==> config.mk <==
export PLATFORM = sky130hd
export DESIGN_NAME = dual_pwm_timer
export DESIGN_NICKNAME = d
export VERILOG_FILES = /design/src/rtl/pwm_pkg.sv /design/src/rtl/pwm_chan.sv /design/src/rtl/pwm_ctrl.sv /design/src/rtl/dual_pwm_timer.sv
export SDC_FILE = /design/constraint.sdc
export NUM_CORES = 1
export LEC_CHECK = 0
export BUFFER_PORTS_ARGS = -buffer_cell sky130_fd_sc_hd__buf_2
export CAP_MARGIN = 20
export CORE_ASPECT_RATIO = 0.75
export CORE_MARGIN = 1
export CORE_UTILIZATION = 55
export CTS_CLUSTER_SIZE = 8
export DETAILED_ROUTE_END_ITERATION = 16
export PLACE_DENSITY = 0.73
export REMOVE_ABC_BUFFERS = 1
export SLEW_MARGIN = 5
export SYNTH_ARGS = -nofsm -noshare
export SYNTH_HDL_FRONTEND = slang
export SYNTH_HIERARCHICAL = 1
export SYNTH_SLANG_ARGS = --single-unit
==> constraint.sdc <==
create_clock -name clk_i -period 2 [get_ports clk_i]
set_input_delay 0.3 -clock clk_i [delete_from_list [all_inputs] [get_ports clk_i]]
set_output_delay 0.3 -clock clk_i [all_outputs]
set_load 0.03 [all_outputs]
==> src/rtl/pwm_pkg.sv <==
package pwm_pkg;
    localparam int NUM_CH   = 2;
    localparam int ADR_CTRL = 0;
    localparam int ADR_MODE = 1;
    localparam int ADR_CH0  = 2;
    localparam int CH_SPAN  = 4;

    typedef enum logic [1:0] {
        SEL_A = 2'd0,
        SEL_B = 2'd1,
        SEL_C = 2'd2,
        SEL_D = 2'd3
    } cmp_sel_e;
endpackage

==> src/rtl/pwm_chan.sv <==
module pwm_chan
    import pwm_pkg::*;
#(
    parameter int CNT_W = 16
) (
    input  logic             clk_i,
    input  logic             rst_ni,
    input  logic             run_i,
    input  logic             peer_rst_i,
    input  logic             stage_a_i,
    input  logic             stage_b_i,
    input  logic             wr_en_i,
    input  cmp_sel_e         wr_sel_i,
    input  logic [CNT_W-1:0] wr_data_i,
    output logic [CNT_W-1:0] cnt_o,
    output logic [CNT_W-1:0] cmp_a_o,
    output logic [CNT_W-1:0] cmp_b_o,
    output logic [CNT_W-1:0] cmp_c_o,
    output logic [CNT_W-1:0] cmp_d_o,
    output logic             match_o,
    output logic             pwm_o
);
    typedef struct packed {
        logic [CNT_W-1:0] cnt;
        logic [CNT_W-1:0] a;
        logic [CNT_W-1:0] b;
        logic [CNT_W-1:0] c;
        logic [CNT_W-1:0] d;
    } chan_st_t;

    chan_st_t st_d, st_q;
    logic     hit;

    always_comb begin
        st_d = st_q;
        hit  = run_i && (st_q.cnt == st_q.a);
        if (wr_en_i) begin
            case (wr_sel_i)
                SEL_A:   st_d.a = wr_data_i;
                SEL_B:   st_d.b = wr_data_i;
                SEL_C:   st_d.c = wr_data_i;
                default: st_d.d = wr_data_i;
            endcase
        end
        if (hit) begin
            st_d.cnt = '0;
            if (stage_a_i) st_d.a = st_q.c;
            if (stage_b_i) st_d.b = st_q.d;
        end else if (peer_rst_i) begin
            st_d.cnt = '0;
        end else if (run_i) begin
            st_d.cnt = st_q.cnt + 1'b1;
        end
    end

    always_ff @(posedge clk_i or negedge rst_ni) begin
        if (!rst_ni) st_q <= '0;
        else         st_q <= st_d;
    end

    assign match_o = hit;
    assign pwm_o   = run_i && (st_q.cnt < st_q.b);
    assign cnt_o   = st_q.cnt;
    assign cmp_a_o = st_q.a;
    assign cmp_b_o = st_q.b;
    assign cmp_c_o = st_q.c;
    assign cmp_d_o = st_q.d;
endmodule

==> src/rtl/pwm_ctrl.sv <==
module pwm_ctrl
    import pwm_pkg::*;
(
    input  logic              clk_i,
    input  logic              rst_ni,
    input  logic              ctrl_we_i,
    input  logic              mode_we_i,
    input  logic [7:0]        wdata_i,
    input  logic [NUM_CH-1:0] match_i,
    output logic [NUM_CH-1:0] run_o,
    output logic [NUM_CH-1:0] free_o,
    output logic              sync_o,
    output logic [NUM_CH-1:0] stage_a_o,
    output logic [NUM_CH-1:0] stage_b_o,
    output logic [7:0]        ctrl_rd_o,
    output logic [7:0]        mode_rd_o
);
    typedef struct packed {
        logic [NUM_CH-1:0] run;
        logic [NUM_CH-1:0] free;
        logic              sync;
        logic [NUM_CH-1:0] stage_a;
        logic [NUM_CH-1:0] stage_b;
    } ctrl_st_t;

    ctrl_st_t st_d, st_q;

    always_comb begin
        st_d = st_q;
        for (int i = 0; i < NUM_CH; i++) begin
            if (match_i[i] && !st_q.free[i]) st_d.run[i] = 1'b0;
        end
        if (ctrl_we_i) begin
            st_d.run  = wdata_i[1:0];
            st_d.free = wdata_i[3:2];
        end
        if (mode_we_i) begin
            st_d.sync       = wdata_i[0];
            st_d.stage_a[0] = wdata_i[1];
            st_d.stage_b[0] = wdata_i[2];
            st_d.stage_a[1] = wdata_i[3];
            st_d.stage_b[1] = wdata_i[4];
        end
    end

    always_ff @(posedge clk_i or negedge rst_ni) begin
        if (!rst_ni) st_q <= '0;
        else         st_q <= st_d;
    end

    assign run_o     = st_q.run;
    assign free_o    = st_q.free;
    assign sync_o    = st_q.sync;
    assign stage_a_o = st_q.stage_a;
    assign stage_b_o = st_q.stage_b;
    assign ctrl_rd_o = {4'b0000, st_q.free, st_q.run};
    assign mode_rd_o = {3'b111, st_q.stage_b[1], st_q.stage_a[1],
                        st_q.stage_b[0], st_q.stage_a[0], st_q.sync};
endmodule

==> src/rtl/dual_pwm_timer.sv <==
module dual_pwm_timer
    import pwm_pkg::*;
#(
    parameter int CNT_W  = 16,
    parameter int ADDR_W = 4
) (
    input  logic              clk_i,
    input  logic              rst_ni,
    input  logic              reg_we_i,
    input  logic [ADDR_W-1:0] reg_addr_i,
    input  logic [CNT_W-1:0]  reg_wdata_i,
    output logic [CNT_W-1:0]  reg_rdata_o,
    output logic [1:0]        pwm_o,
    output logic [1:0]        match_o
);
    localparam int PAD_W = CNT_W - 8;

    logic [NUM_CH-1:0]            run_w, free_w, stage_a_w, stage_b_w, peer_rst_w;
    logic                         sync_w;
    logic [7:0]                   ctrl_rd_w, mode_rd_w;
    logic [NUM_CH-1:0][CNT_W-1:0] cnt_w, a_w, b_w, c_w, d_w;
    logic                         ctrl_we, mode_we;

    assign ctrl_we = reg_we_i && (reg_addr_i == ADDR_W'(ADR_CTRL));
    assign mode_we = reg_we_i && (reg_addr_i == ADDR_W'(ADR_MODE));

    pwm_ctrl u_ctrl (
        .clk_i     (clk_i),
        .rst_ni    (rst_ni),
        .ctrl_we_i (ctrl_we),
        .mode_we_i (mode_we),
        .wdata_i   (reg_wdata_i[7:0]),
        .match_i   (match_o),
        .run_o     (run_w),
        .free_o    (free_w),
        .sync_o    (sync_w),
        .stage_a_o (stage_a_w),
        .stage_b_o (stage_b_w),
        .ctrl_rd_o (ctrl_rd_w),
        .mode_rd_o (mode_rd_w)
    );

    for (genvar i = 0; i < NUM_CH; i++) begin : g_ch
        localparam int BASE = ADR_CH0 + CH_SPAN * i;
        logic     hit;
        cmp_sel_e sel;

        assign hit = reg_we_i && (reg_addr_i >= ADDR_W'(BASE))
                              && (reg_addr_i <= ADDR_W'(BASE + CH_SPAN - 1));
        assign sel = cmp_sel_e'(reg_addr_i[1:0] - 2'(BASE));
        assign peer_rst_w[i] = sync_w && match_o[NUM_CH - 1 - i];

        pwm_chan #(.CNT_W(CNT_W)) u_chan (
            .clk_i      (clk_i),
            .rst_ni     (rst_ni),
            .run_i      (run_w[i]),
            .peer_rst_i (peer_rst_w[i]),
            .stage_a_i  (stage_a_w[i]),
            .stage_b_i  (stage_b_w[i]),
            .wr_en_i    (hit),
            .wr_sel_i   (sel),
            .wr_data_i  (reg_wdata_i),
            .cnt_o      (cnt_w[i]),
            .cmp_a_o    (a_w[i]),
            .cmp_b_o    (b_w[i]),
            .cmp_c_o    (c_w[i]),
            .cmp_d_o    (d_w[i]),
            .match_o    (match_o[i]),
            .pwm_o      (pwm_o[i])
        );
    end

    always_comb begin
        reg_rdata_o = '0;
        if (reg_addr_i == ADDR_W'(ADR_CTRL)) reg_rdata_o = {{PAD_W{1'b0}}, ctrl_rd_w};
        if (reg_addr_i == ADDR_W'(ADR_MODE)) reg_rdata_o = {{PAD_W{1'b0}}, mode_rd_w};
        for (int i = 0; i < NUM_CH; i++) begin
            if (reg_addr_i == ADDR_W'(ADR_CH0 + CH_SPAN * i))     reg_rdata_o = a_w[i];
            if (reg_addr_i == ADDR_W'(ADR_CH0 + CH_SPAN * i + 1)) reg_rdata_o = b_w[i];
            if (reg_addr_i == ADDR_W'(ADR_CH0 + CH_SPAN * i + 2)) reg_rdata_o = c_w[i];
            if (reg_addr_i == ADDR_W'(ADR_CH0 + CH_SPAN * i + 3)) reg_rdata_o = d_w[i];
        end
    end
endmodule

==> metrics.cfg, run 1 <==
[place]
hpwl_mm = 21.2
gp_congestion = 0.920
dp.cells = 1330
io_buffers = 42

[floorplan]
initial_utilization_pct = 56.1
io_pins = 43
coreArea_sq_um = 19400
dieArea_sq_um = 20300
chipWidth_um = 164
die_y_um = 124
rows = 44

[run_status]
violations = setup timing
status = finished, violations left

[finish]
final_cells = 1383
fin_nets = 1172
antenna_cells = 0
layout-drive-gt1-share_pct = 51.3
layout_common_cells = dfrtp_1 (164), mux2_2 (129), buf_4 (126), mux2_4 (67), nor2_1 (36)
area_growth_pct = 29.7
layout_commonest_cell = dfrtp_1

[pwr]
p_per_area_nw_per_um2 = 917
cellLeakagePower_nw = 6.26
peakVddDrop_uv = 621

[yosys]
synthCells = 959
synth_area_sq_um = 10900
yosys_warnings = 6
avgSynthCellArea_sq_um = 11.3

[clock_tree]
clkLatencyLatePin_ns = 0.44
cts_buffers = 17
htree_levels = 4
clock-sinks = 169
cts_tree = yes
clkTransAtPathRegs_ns = 0.07
clk_path_buf_depth = 2
cts_root_buf = clkbuf_16

[timing]
tightest_slew_ns = 0.600
drv_slew = 0
fin_skew_ns = 0.0114
hold_violations = 0
hold-worst-slack_ns = 0.227
fin_crit_ns = 2.57
fin_crit_sh_pct = 128
layout_setup_ws_ns = -0.566
setup_violations = 108
slew-limit-headroom_pct = 60.0
clock.fmax_mhz = 390
rsz0062_at_grt = true

[run]
maxCapViolations = 0

[route]
drc = 0
dr.pass1.iters = 8
ant_nets = 0
drt_iter0_drc = 737
routed_wl_mm = 32.0
vias_per_cell = 6.16
wl_per_cell_um = 23.1
vias = 8518

[critical_path]
r2r-end = g_ch[1].u_chan/cnt_o[12]
ff2ff_setup_slack_ns = -0.38
arrival_ns = 2.27
startpoint = g_ch[1].u_chan/cmp_a_o[13]
worstSetupEndpoint = match_o[1]
r2r_cells = 11
cp-end-kind = output pin
r2r-start = g_ch[0].u_chan/cnt_o[12]
cp_max_fo = 2
cp.required_ns = 1.70
cp-start-kind = register
critical_path_class = reg -> out

[min_path]
hp-class = in -> reg

[grt]
grt_pass1_vias = 8422
overflow = 0
antenna_found_initial = 0
grt_pass1_wl_mm = 47.8
grt_max_degree = 48
track_usage_pct = 31.5

## per-layer routing
layer | GRT usage, % | vias to the layer above | share of wire (%)
met3 | 6.03 | 41 | 6.4
met2 | 47.9 | 312 | 46
li1 | - | 3808 | -
met1 | 45.4 | 4357 | 46
met4 | 10.0 | 0 | 1.4
met5 | 0 | - | 0
## final cells by class
class,instances,area (sq um)
multi-input combinational,685,6810
inverter,36,135
clock buffer,21,470
clock inverter,11,97.6
fill,1285,5270
timing repair buffer,208,2040
sequential,169,4240
tap,253,317
## worst min path at each step
| stage | slack (ns) | depth (start not counted) | to | startpoint |
|---|---|---|---|---|
| 2_1_floorplan | 0.004 | 0 | g_ch[0].u_chan/cmp_a_o[0] | rst_ni |
| 3_3_place_gp | 0.27 | 1 | g_ch[1].u_chan/cmp_a_o[4] | rst_ni |
| 3_5_place_dp | 0.27 | 1 | g_ch[1].u_chan/cmp_a_o[4] | rst_ni |
| 4_1_cts | 0.20 | 3 | u_ctrl/run_o[1] | reg_wdata_i[1] |
| 5_1_grt | 0.23 | 3 | u_ctrl/run_o[1] | reg_wdata_i[1] |
| 6_report | 0.23 | 3 | u_ctrl/run_o[1] | reg_wdata_i[1] |
## flip-flops by register name (all words and copies together) (netlist names), 32 cells and up
| signal | flops |
|---|---|
| g_ch.u_chan/cmp_c_o | 32 |
| g_ch.u_chan/cnt_o | 32 |
| g_ch.u_chan/cmp_a_o | 32 |
| g_ch.u_chan/cmp_d_o | 32 |
| g_ch.u_chan/cmp_b_o | 32 |
## worst max-delay path, stage by stage, from the launching register on
cell and delay, ns:
dfrtp_1 0.44, xor2_1 0.20, nor4_2 0.41, nand2_2 0.09, nor4bb_1 0.28, buf_4 0.17
buf_4 0.11, buf_6 0.12
## power breakdown
group | internal (mW) | switching [mW] | leakage, nW
Clock | 1.81 | 1.44 | 0.283
Combinational | 2.54 | 2.10 | 3.86
Sequential | 4.24 | 0.804 | 2.11
Total | 8.59 | 4.35 | 6.26
## stage by stage
stage / cell area [sq um] / worst slack [ns] / util, % / power, mW / TNS [ns]
3_5_place_dp: 12200 / -0.317 / 62.9 / 8.88 / -11.23
3_3_place_gp: 12200 / -0.169 / 62.9 / 8.72 / -6.58
5_1_grt: 14100 / -0.673 / 72.8 / 13.5 / -30.38
6_report: 14100 / -0.566 / 72.8 / 12.9 / -22.19
2_1_floorplan: 10400 / -0.978 / - / 7.28 / -50.50
4_1_cts: 13500 / -0.550 / 69.9 / 12.4 / -11.73
## repair_timing
action,in CTS,in global routing
buffers inserted,13,12
hold endpoints to repair,38,0
gates resized for setup,120,125
pin swaps,43,51
endpoints found under the setup margin,115,118
hold buffers,1,0
cloned,6,0
(Power assumes the default switching activity.)
==> run 2, diff against run 1 <==
Settings changed: PLACE_DENSITY 0.73 to 0.81.
==> run 2 against run 1 <==
  * The run still ends with setup timing left
  * Clock power rose by 16%
  * Fmax fell by 1.5%
  * Final area rose by 0.81%
  * Flip-flop and latch count did not move
  * Die area did not move
  * First-iteration DRC count rose by 40%
  * Hold slack improved by 0.012 ns
  * Critical path type unchanged
  * Largest power group unchanged
==> metrics.cfg, run 2 (synthesis gave the netlist of run 1 again) <==
[run_status]
status = finished, violations left  ; unchanged
violations = setup timing  ; unchanged

[timing]
slew-limit-headroom_pct = 64.8  ; was 60.0%
layout_setup_ws_ns = -0.605  ; was -0.566 ns
drv_slew = 0  ; unchanged
hold_violations = 0  ; unchanged
fin_crit_sh_pct = 130  ; was 128%
rsz0062_at_grt = true  ; unchanged
clock.fmax_mhz = 384  ; was 390 MHz
setup_violations = 110  ; was 108
tightest_slew_ns = 0.529  ; was 0.600 ns
fin_skew_ns = 0.00926  ; was 0.0114 ns
fin_crit_ns = 2.61  ; was 2.57 ns

[critical_path]
arrival_ns = 2.31  ; was 2.27 ns
slowest_stage = dfrtp_1  ; unchanged
cpMostUsedCell = buf_4  ; unchanged
crit_chain = buf_4 > ha_4 > a21oi_2 > o21ai_2 > buf_4 > buf_4 > a41o_1 > a31oi_1 > buf_4  ; was xor2_1 > nor4_2 > nand2_2 > nor4bb_1 > buf_4 > buf_4 > buf_6
startpoint = g_ch[0].u_chan/cnt_o[11]  ; was g_ch[1].u_chan/cmp_a_o[13]
cp.required_ns = 1.70  ; about the same
critical_path_class = reg -> out  ; unchanged
cp_max_fo = 3  ; was 2
cp-end-kind = output pin  ; unchanged
max_stage_delay_ns = 0.39  ; was 0.44 ns
r2r-start = g_ch[0].u_chan/cnt_o[11]  ; was g_ch[0].u_chan/cnt_o[12]
cp-start-kind = register  ; unchanged

[route]
ant_nets = 0  ; unchanged
dr.pass1.iters = 11  ; was 8
drc = 0  ; unchanged
vias = 8906  ; was 8518
drt_iter0_drc = 1029  ; was 737
vias_per_cell = 6.37  ; was 6.16
wl_per_cell_um = 24.4  ; was 23.1 um
routed_wl_mm = 34.2  ; was 32.0 mm

[floorplan]
coreArea_sq_um = 19400  ; unchanged
rows = 44  ; unchanged
chipWidth_um = 164  ; unchanged
initial_utilization_pct = 56.1  ; unchanged
die_y_um = 124  ; unchanged
dieArea_sq_um = 20300  ; unchanged
io_pins = 43  ; unchanged

[finish]
layout_commonest_cell = dfrtp_1  ; unchanged
layout-drive-gt1-share_pct = 50.0  ; was 51.3%
area_growth_pct = 30.8  ; was 29.7%
antenna_cells = 0  ; unchanged
design_area_sq_um = 14200  ; was 14100 sq um
fin_nets = 1187  ; was 1172
num-fill-cells = 1171  ; was 1285
layout_common_cells = dfrtp_1 (168), buf_4 (136), mux2_2 (130), mux2_4 (66), buf_6 (41)  ; was dfrtp_1 (164), mux2_2 (129), buf_4 (126), mux2_4 (67), nor2_1 (36)

[clock_tree]
clock-sinks = 169  ; unchanged
clkTransAtPathRegs_ns = 0.07  ; about the same
clk_path_buf_depth = 2  ; unchanged
cts_tree = yes  ; unchanged
clkLatencyLatePin_ns = 0.44  ; about the same
cts_root_buf = clkbuf_16  ; unchanged
cts_buffers = 17  ; unchanged
htree_levels = 4  ; unchanged

[pwr]
swShare_pct = 33.0  ; was 33.6%
pwr-share-clk_pct = 27.7  ; was 25.1%
finalPower_mw = 13.6  ; was 12.9 mW
cellLeakagePower_nw = 6.38  ; was 6.26 nW
p_per_area_nw_per_um2 = 955  ; was 917 nW/um^2
peakVddDrop_uv = 771  ; was 621 uV
power_switching_mw = 4.48  ; was 4.35 mW
p_int_mw = 9.10  ; was 8.59 mW
p_seq_share_pct = 37.5  ; was 39.0%
combPwrFrac_pct = 34.8  ; was 35.9%

[place]
place_area_sq_um = 12200  ; about the same
post-place-ws_ns = -0.364  ; was -0.317 ns
gp_congestion = 0.938  ; was 0.920
io_buffers = 42  ; unchanged
hpwl_mm = 21.2  ; about the same

[min_path]
hp-class = in -> reg  ; unchanged
hp-start = reg_wdata_i[0]  ; was reg_wdata_i[1]

[grt]
grt_pass1_wl_mm = 50.7  ; was 47.8 mm
overflow = 0  ; unchanged
track_usage_pct = 33.7  ; was 31.5%
grt_pass1_vias = 8985  ; was 8422
grt_max_degree = 91  ; was 48
antenna_found_initial = 0  ; unchanged

[run]
maxCapViolations = 0  ; unchanged

-- run 2: changes by cell type in the layout (fill, tap and decap cells not counted), moves of 5 or more --
cell and change:
ha_1 -5, nor3_1 +6, buf_4 +10, nor4_1 +6, buf_6 +7
-- run 2: final cells by class --
| cell class | count | area, sq um | share of cell area, % |
|---|---|---|---|
| flip-flops and latches | 169 | 4230 | 29.7 |
| clock buffers | 22 | 474 | 3.33 |
| multi-input cells | 685 | 6730 | 47.3 |
| well taps | 253 | 317 | 2.23 |
| inverters | 36 | 135 | 0.950 |
| repair buffers | 223 | 2140 | 15.1 |
| clock inverters | 10 | 189 | 1.33 |
-- run 2: what timing repair did --
action | 4_1_cts | 5_1_grt
hold buffers | 1 | 0
setup buffers | 25 | 17
gates resized for setup | 140 | 84
hold endpoints to repair | 14 | 0
cloned | 6 | 0
pin swaps | 47 | 33
endpoints found under the setup margin | 107 | 117
-- run 2: worst max-delay path: cells and delay by family (launching register included) --
kind | cells | cell delay [ns]
compound gates | 4 | 0.63
buf+inv | 4 | 0.60
flops | 1 | 0.39
fa+ha+maj | 1 | 0.25
-- run 2: power groups by stage --
stage                     combinational, mW  clock [mW]  sequential, mW
after floorplan                        2.43           0            4.85
after global placement                 3.68           0            4.98
after detailed placement               3.84           0            5.04
after CTS                              4.26        3.78            5.02
after global routing                   5.00        3.92            5.17
final                                  4.73        3.76            5.09
-- run 2: per-layer routing --
layer / share of wire, % / vias up / global-route usage, %
met1: 42 / 4540 / 45.1
met3: 7.6 / 86 / 7.99
met4: 2.7 / 0 / 10.5
met2: 48 / 461 / 54.2
li1: - / 3819 / -
met5: 0 / - / 0
-- run 2: metrics by stage --
stage	util (%)	TNS, ns	std cells	hold slack [ns]
after floorplan	-	-50.50	890	0.00441
after global placement	62.7	-7.99	1326	0.144
after detailed placement	62.7	-14.09	1326	0.147
after CTS	71.3	-15.76	1387	0.202
after global routing	73.4	-37.60	1398	0.228
final	73.4	-30.80	1398	0.239
-- run 2: path summary, 6_finish.rpt --
| check | endpoint | cells after the start | slack (ns) |
|---|---|---|---|
| setup / recovery | pwm_o[0] | 9 | -0.61 |
| hold / removal | u_ctrl/run_o[0] | 3 | 0.24 |
| setup reg to reg | g_ch[1].u_chan/cnt_o[0] | 13 | -0.52 |
| hold reg to reg | g_ch[1].u_chan/cmp_b_o[13] | 1 | 0.53 |
| max in group asynchronous | g_ch[0].u_chan/cmp_b_o[15] | 3 | 0.98 |
| min in group asynchronous | g_ch[1].u_chan/cmp_d_o[1] | 2 | 0.26 |
